[config.mk]
export PLATFORM = sky130hd
export DESIGN_NAME = cfg_decrypt_loader
export DESIGN_NICKNAME = d
export VERILOG_FILES = /design/src/rtl/cfg_decrypt_loader.sv
export SDC_FILE = /design/constraint.sdc
export NUM_CORES = 1
export LEC_CHECK = 0
export ABC_AREA = 1
export CAP_MARGIN = 0
export CORE_AREA = 2 2 84 86
export DETAILED_ROUTE_END_ITERATION = 10
export DIE_AREA = 0 0 86 88
export HOLD_SLACK_MARGIN = 0.06
export PLACE_DENSITY_LB_ADDON = 0.2
export SYNTH_ARGS = -nofsm -noshare
export SYNTH_HDL_FRONTEND = slang
export SYNTH_SLANG_ARGS = --single-unit
[constraint.sdc]
create_clock -name clk -period 3.95 [get_ports clk]
set_input_delay 0.79 -clock clk [delete_from_list [all_inputs] [get_ports clk]]
set_output_delay 0.79 -clock clk [all_outputs]
set_load 0.01 [all_outputs]
[src/rtl/cfg_decrypt_loader.sv]
module cfg_decrypt_loader #(
  parameter int          ADDR_W     = 20,
  parameter int          IMAGE_BITS = 1040096,
  parameter logic [19:0] SEED       = 20'h6B3D9
) (
  input  logic              clk,
  input  logic              rst_n,
  input  logic              start,
  output logic [ADDR_W-1:0] rom_addr,
  input  logic [7:0]        rom_data,
  output logic              cfg_clk,
  output logic              cfg_data,
  output logic              busy,
  output logic              done
);
  localparam int          CNT_W    = $clog2(IMAGE_BITS + 1);
  localparam logic [CNT_W-1:0] LAST = CNT_W'(IMAGE_BITS);
  localparam logic [19:0] TAP_MASK = 20'h80004;
  localparam logic [19:0] SEED_EFF = (SEED == 20'h0) ? 20'h00001 : SEED;

  logic              busy_q, done_q, fill_q, phase_q, cclk_q, cdat_q;
  logic [2:0]        bitidx_q;
  logic [7:0]        sh_q;
  logic [19:0]       lfsr_q;
  logic [CNT_W-1:0]  cnt_q;
  logic [ADDR_W-1:0] addr_q;

  wire [19:0] lfsr_nx = (lfsr_q >> 1) ^ (lfsr_q[0] ? TAP_MASK : 20'h0);

  always_ff @(posedge clk) begin
    if (!rst_n) begin
      busy_q   <= 1'b0;
      done_q   <= 1'b0;
      fill_q   <= 1'b0;
      phase_q  <= 1'b0;
      cclk_q   <= 1'b0;
      cdat_q   <= 1'b0;
      bitidx_q <= '0;
      sh_q     <= '0;
      lfsr_q   <= SEED_EFF;
      cnt_q    <= '0;
      addr_q   <= '0;
    end else if (!busy_q) begin
      cclk_q <= 1'b0;
      if (start) begin
        busy_q   <= 1'b1;
        done_q   <= 1'b0;
        fill_q   <= 1'b1;
        phase_q  <= 1'b0;
        bitidx_q <= '0;
        lfsr_q   <= SEED_EFF;
        cnt_q    <= '0;
        addr_q   <= '0;
      end
    end else if (fill_q) begin
      sh_q    <= rom_data;
      addr_q  <= addr_q + 1'b1;
      fill_q  <= 1'b0;
      phase_q <= 1'b0;
    end else if (!phase_q) begin
      cclk_q <= 1'b0;
      if (cnt_q == LAST) begin
        busy_q <= 1'b0;
        done_q <= 1'b1;
      end else begin
        cdat_q  <= sh_q[7] ^ lfsr_q[0];
        phase_q <= 1'b1;
      end
    end else begin
      cclk_q   <= 1'b1;
      phase_q  <= 1'b0;
      lfsr_q   <= lfsr_nx;
      cnt_q    <= cnt_q + 1'b1;
      bitidx_q <= bitidx_q + 1'b1;
      if (bitidx_q == 3'd7) begin
        sh_q   <= rom_data;
        addr_q <= addr_q + 1'b1;
      end else begin
        sh_q <= {sh_q[6:0], 1'b0};
      end
    end
  end

  assign rom_addr = addr_q;
  assign cfg_clk  = cclk_q;
  assign cfg_data = cdat_q;
  assign busy     = busy_q;
  assign done     = done_q;
endmodule


---- After elaboration in Yosys (flattened, before gate mapping) ----
Index checks and enable logic that the tools add are counted.
Widths: inputs -> output; s select.
operators by class
  $add $sub $neg .......................... 3
  equal/unequal tests ..................... 8
  mux-type cells .......................... 34
  bitwise gates (word level) .............. 6
  reductions and logical operators ........ 9
operator list
  kind                   count
  $mux 20                13
  $add 20x1->20 const B  2
  $mux 8                 3
  $eq 20x20->1 const B   1
  $xor 19x20->20         1
  $mux 1                 14
  $mux 3                 4
  $reduce_and 4->1       2
  $ne 3x1->1 const B     2
  $reduce_and 3->1       2
  $ne 2x1->1 const B     2
  $ne 2x2->1 const B     2
  $not 1->1              4
  $reduce_and 2->1       2
  $reduce_bool 2->1      2
  $add 3x1->3 const B    1
  $eq 3x3->1 const B     1
  $reduce_or 2->1        1
  $xor 1x1->1            1
storage, ports and cells
  bits in registers ....................... 77
  input bits .............................. 11
  output and inout port bits .............. 24
  logic and storage cells ................. 71

---- Longest topological paths before layout ----
  depth in word-level cells ............... 5
  gate-level depth with buffers ........... 11
  gate-level depth less buffers ........... 11

---- Worst setup path before layout ----
OpenSTA, ideal clock, no wires.
  path type ............................... in2reg
  start point ............................. input port start
  end point ............................... register cnt_q[18]
  setup time .............................. 0.113 ns
  data arrival time ....................... 1.611 ns
  slack ................................... 2.226 ns
  cell stages on the path ................. 9
  buffers on the path ..................... 0
  cell sequence ........................... inv_1 nor2_2 inv_2 nand2_8 nand3_1 nor2_1 nand2_1 nand2_1 nor2_1
between the ends
  word-level cells in the longest chain between the ends .. 2
RTL lines
  what                         RTL line  source
  start, declared              8         input logic start,
  $reduce_bool 2->1 (no line)  -
  $reduce_and 3->1 (no line)   -
  end signal, assigned         73        cnt_q <= cnt_q + 1'b1;
  end, declared                25        logic [CNT_W-1:0] cnt_q;
No other way between the ends.
A chain may end at the register's enable or synchronous reset.

==> results.yml <==
global_route:
  grt_pass1_wl_um: 12800
  grt_pass1_vias: 2909
  antenna_found_initial: 0
  grt_max_degree: 36
  grt_overflow: 0
  grt_usage_pct: 20.9
die:
  dieArea_mm2: 0.00757
  start_util_pct: 53.7
  ios: 35
  rows: 30
  coreArea_mm2: 0.00664
  dieWidth_um: 86
  die_h_um: 88
power_and_ir_drop:
  peakVddDrop_mv: 0.238
  pwr-share-comb_pct: 7.5
  switchingPower_mw: 0.389
  clockPowerShare_pct: 41.5
  p_sw_share_pct: 24.5
  power.leakage_nw: 1.65
  intPower_mw: 1.20
  p_total_mw: 1.59
  powerDensity_mw_per_mm2: 378
  seqPwrFrac_pct: 51.0
critical_path:
  crit_chain: "clkdlybuf4s50_1, clkinv_1, nor2_2, buf_12, inv_1, o21ai_0, nand2_1, inv_1"
  required_ns: 4.25
  crit_fanout: 35
  cp_top_family: "buffers and inverters"
  worst-path-buf-inv: 5
  reg2regPathDepth: 7
  cp.arrival_ns: 2.81
  critical-path-max-stage-delay_ns: 0.73
  r2r_setup_slack_ns: 2.18
  path_depth: 8
  start_kind: "primary input"
  cp_common_cell: "inv_1"
  critPathKind: "in -> reg"
  cp-end-kind: "flip-flop"
  cpMaxStageDelayCell: "clkdlybuf4s50_1"
finish:
  finalCoreUtilization_pct: 63.1
  nets: 555
  drive_gt1_share_pct: 7.72
  fin_area_mm2: 0.00420
  fin_cells: 624
  area.growth.synth_to_final_pct: 17.7
  diodes: 0
sta:
  setup_ws_ns: 1.44
  fin_crit_ns: 2.51
  hold_viol_final: 0
  fmax_ghz: 0.398
  rsz0062_at_grt: "false"
  finalMaxSlewViolations: 0
  tightest_slew_ns: 0.535
  clock_skew_ns: 0.00799
  relSlewSlack_pct: 64.3
  period_share_pct: 63.6
  setup_violations: 0
  tns_ns: 0
  fin_hold_ws_ns: 0.465
placed_design:
  place_ws_ns: 1.11
  placed_area_mm2: 0.00397
  io_buffers: 34
  dp.cells: 608
  finalWeightedCongestion: 0.846
  hpwl_um: 5150
logic_synthesis:
  ys_async_sr_fraction_pct: 0
  synthCells: 504
  syn_area_per_cell_um2: 7.07
  synth_edf_count: 0
  yosysWarnings: 0
  synthTopCellsByArea: "dfxtp_1 (43%), nand2_1 (13%), nor2_1 (7.4%)"
  yosysTopAreaCell: "dfxtp_1"
  yosysMostFrequentCell: "nand2_1"
  ys_ff_latch: 77
  synthesis.nets: 520
  synth_top_area_share_pct: 43.2
  synthesis.area_mm2: 0.00356
  ys_types: 33
  ys.flop_type: "dfxtp_1"
  ys_seq_area_share_pct: 43.2
  yosys-top-cells-count: "nand2_1 (120), dfxtp_1 (77), nor2_1 (70), inv_1 (62), a21oi_1 (38)"
clock_network:
  clk_pin_slew_worst_paths_ns: 0.08
  insertion_delay_ns: 0.35
  h-tree-depth: 3
  cts.sinks: 77
  cts_root_buf: "clkbuf_8"
  clk_path_buf_depth: 2
  hold_buffers: 0
  numCtsBuffers: 9
  cts_setup_buffers: 0
  cts_tree: "built"
  cts_resized: 0
drt:
  viasPerCell: 5.12
  routed-via-count: 3192
  wl_per_cell_um: 11.7
  route.detailed.drc: 0
  dr.pass1.iters: 4
  drt_iter0_markers: 135
  routed_wl_um: 7290
  ant_nets: 0
flow_run:
  maxCapViolations: 0
outcome:
  outcome: "finished, final reports clean"
worst_hold_path:
  worstHoldPathCells: 2
  hp-class: "reg -> reg"
-- area by class of cell --
type | instances | area [um2]
fill | 601 | 2450
clock inverter | 7 | 97.6
tap | 80 | 100
sequential | 77 | 1540
multi-input combinational | 347 | 1710
inverter | 68 | 255
timing repair buffer | 36 | 368
clock buffer | 9 | 124
-- registers in the layout, indices dropped and copies added, names as in the netlist --
register,flops
cnt_q,20
lfsr_q,20
rom_addr,20
sh_q,8
bitidx_q,3
busy,1
cfg_clk,1
cfg_data,1
done,1
fill_q,1
phase_q,1
-- cells by family (layout without fill, tap and decap cells) --
kind of cell / after synthesis / count (layout) / share of synthesized area [%]
AO/OA/AOI/OAI: 89 / 89 / 13.9
buffers and inverters: 80 / 120 / 8.88
flip-flops: 77 / 77 / 43.2
AND/OR/NAND/NOR: 252 / 252 / 32.0
adder cells (fa/ha/maj): 5 / 5 / 1.76
XOR/XNOR: 1 / 1 / 0.246
-- power groups by stage --
stage | registers (mW) | clock network [mW] | logic [mW]
after detailed placement | 0.827 | 0 | 0.119
after floorplan | 0.825 | 0 | 0.0852
after CTS | 0.809 | 0.672 | 0.120
after global routing | 0.812 | 0.701 | 0.133
final | 0.809 | 0.659 | 0.119
after global placement | 0.827 | 0 | 0.117
-- worst reg2reg max path, cell delays in order (launching register included) --
cell and delay, ns:
dfxtp_1 0.49, nor2_2 0.15, nor2_2 0.45, buf_12 0.25, inv_1 0.11, o21ai_0 0.16, nand2_1 0.06, inv_1 0.04
-- final timing paths --
| kind | start | endpoint |
|---|---|---|
| setup / recovery | rst_n | rom_addr[13] |
| hold / removal | lfsr_q[19] | lfsr_q[19] |
| setup reg to reg | busy | rom_addr[13] |
| hold reg to reg | lfsr_q[19] | lfsr_q[19] |
-- layout by cell type (no fill, tap or decap), types with 3 or more instances in the layout --
master	n
inv_1	62
o21ai_0	28
a21oi_1	38
a211oi_1	4
nand2_2	3
dfxtp_1	77
nor2_8	3
inv_2	5
ha_1	5
nand4_1	5
nor2_2	6
nor2_1	69
nand3_1	26
clkdlybuf4s50_1	34
nand2_1	120
a31oi_1	4
o211ai_1	9
clkbuf_8	9
nor3_1	9
-- routing by layer --
metal	vias to the layer above	global-route usage [%]	wire length [um]
li1	1693	-	-
met1	1445	27.1	3530
met2	46	34.8	3420
met3	8	4.62	241
met4	0	6.49	97
met5	-	0	0
Note: power is estimated with default switching activity, not from simulation.
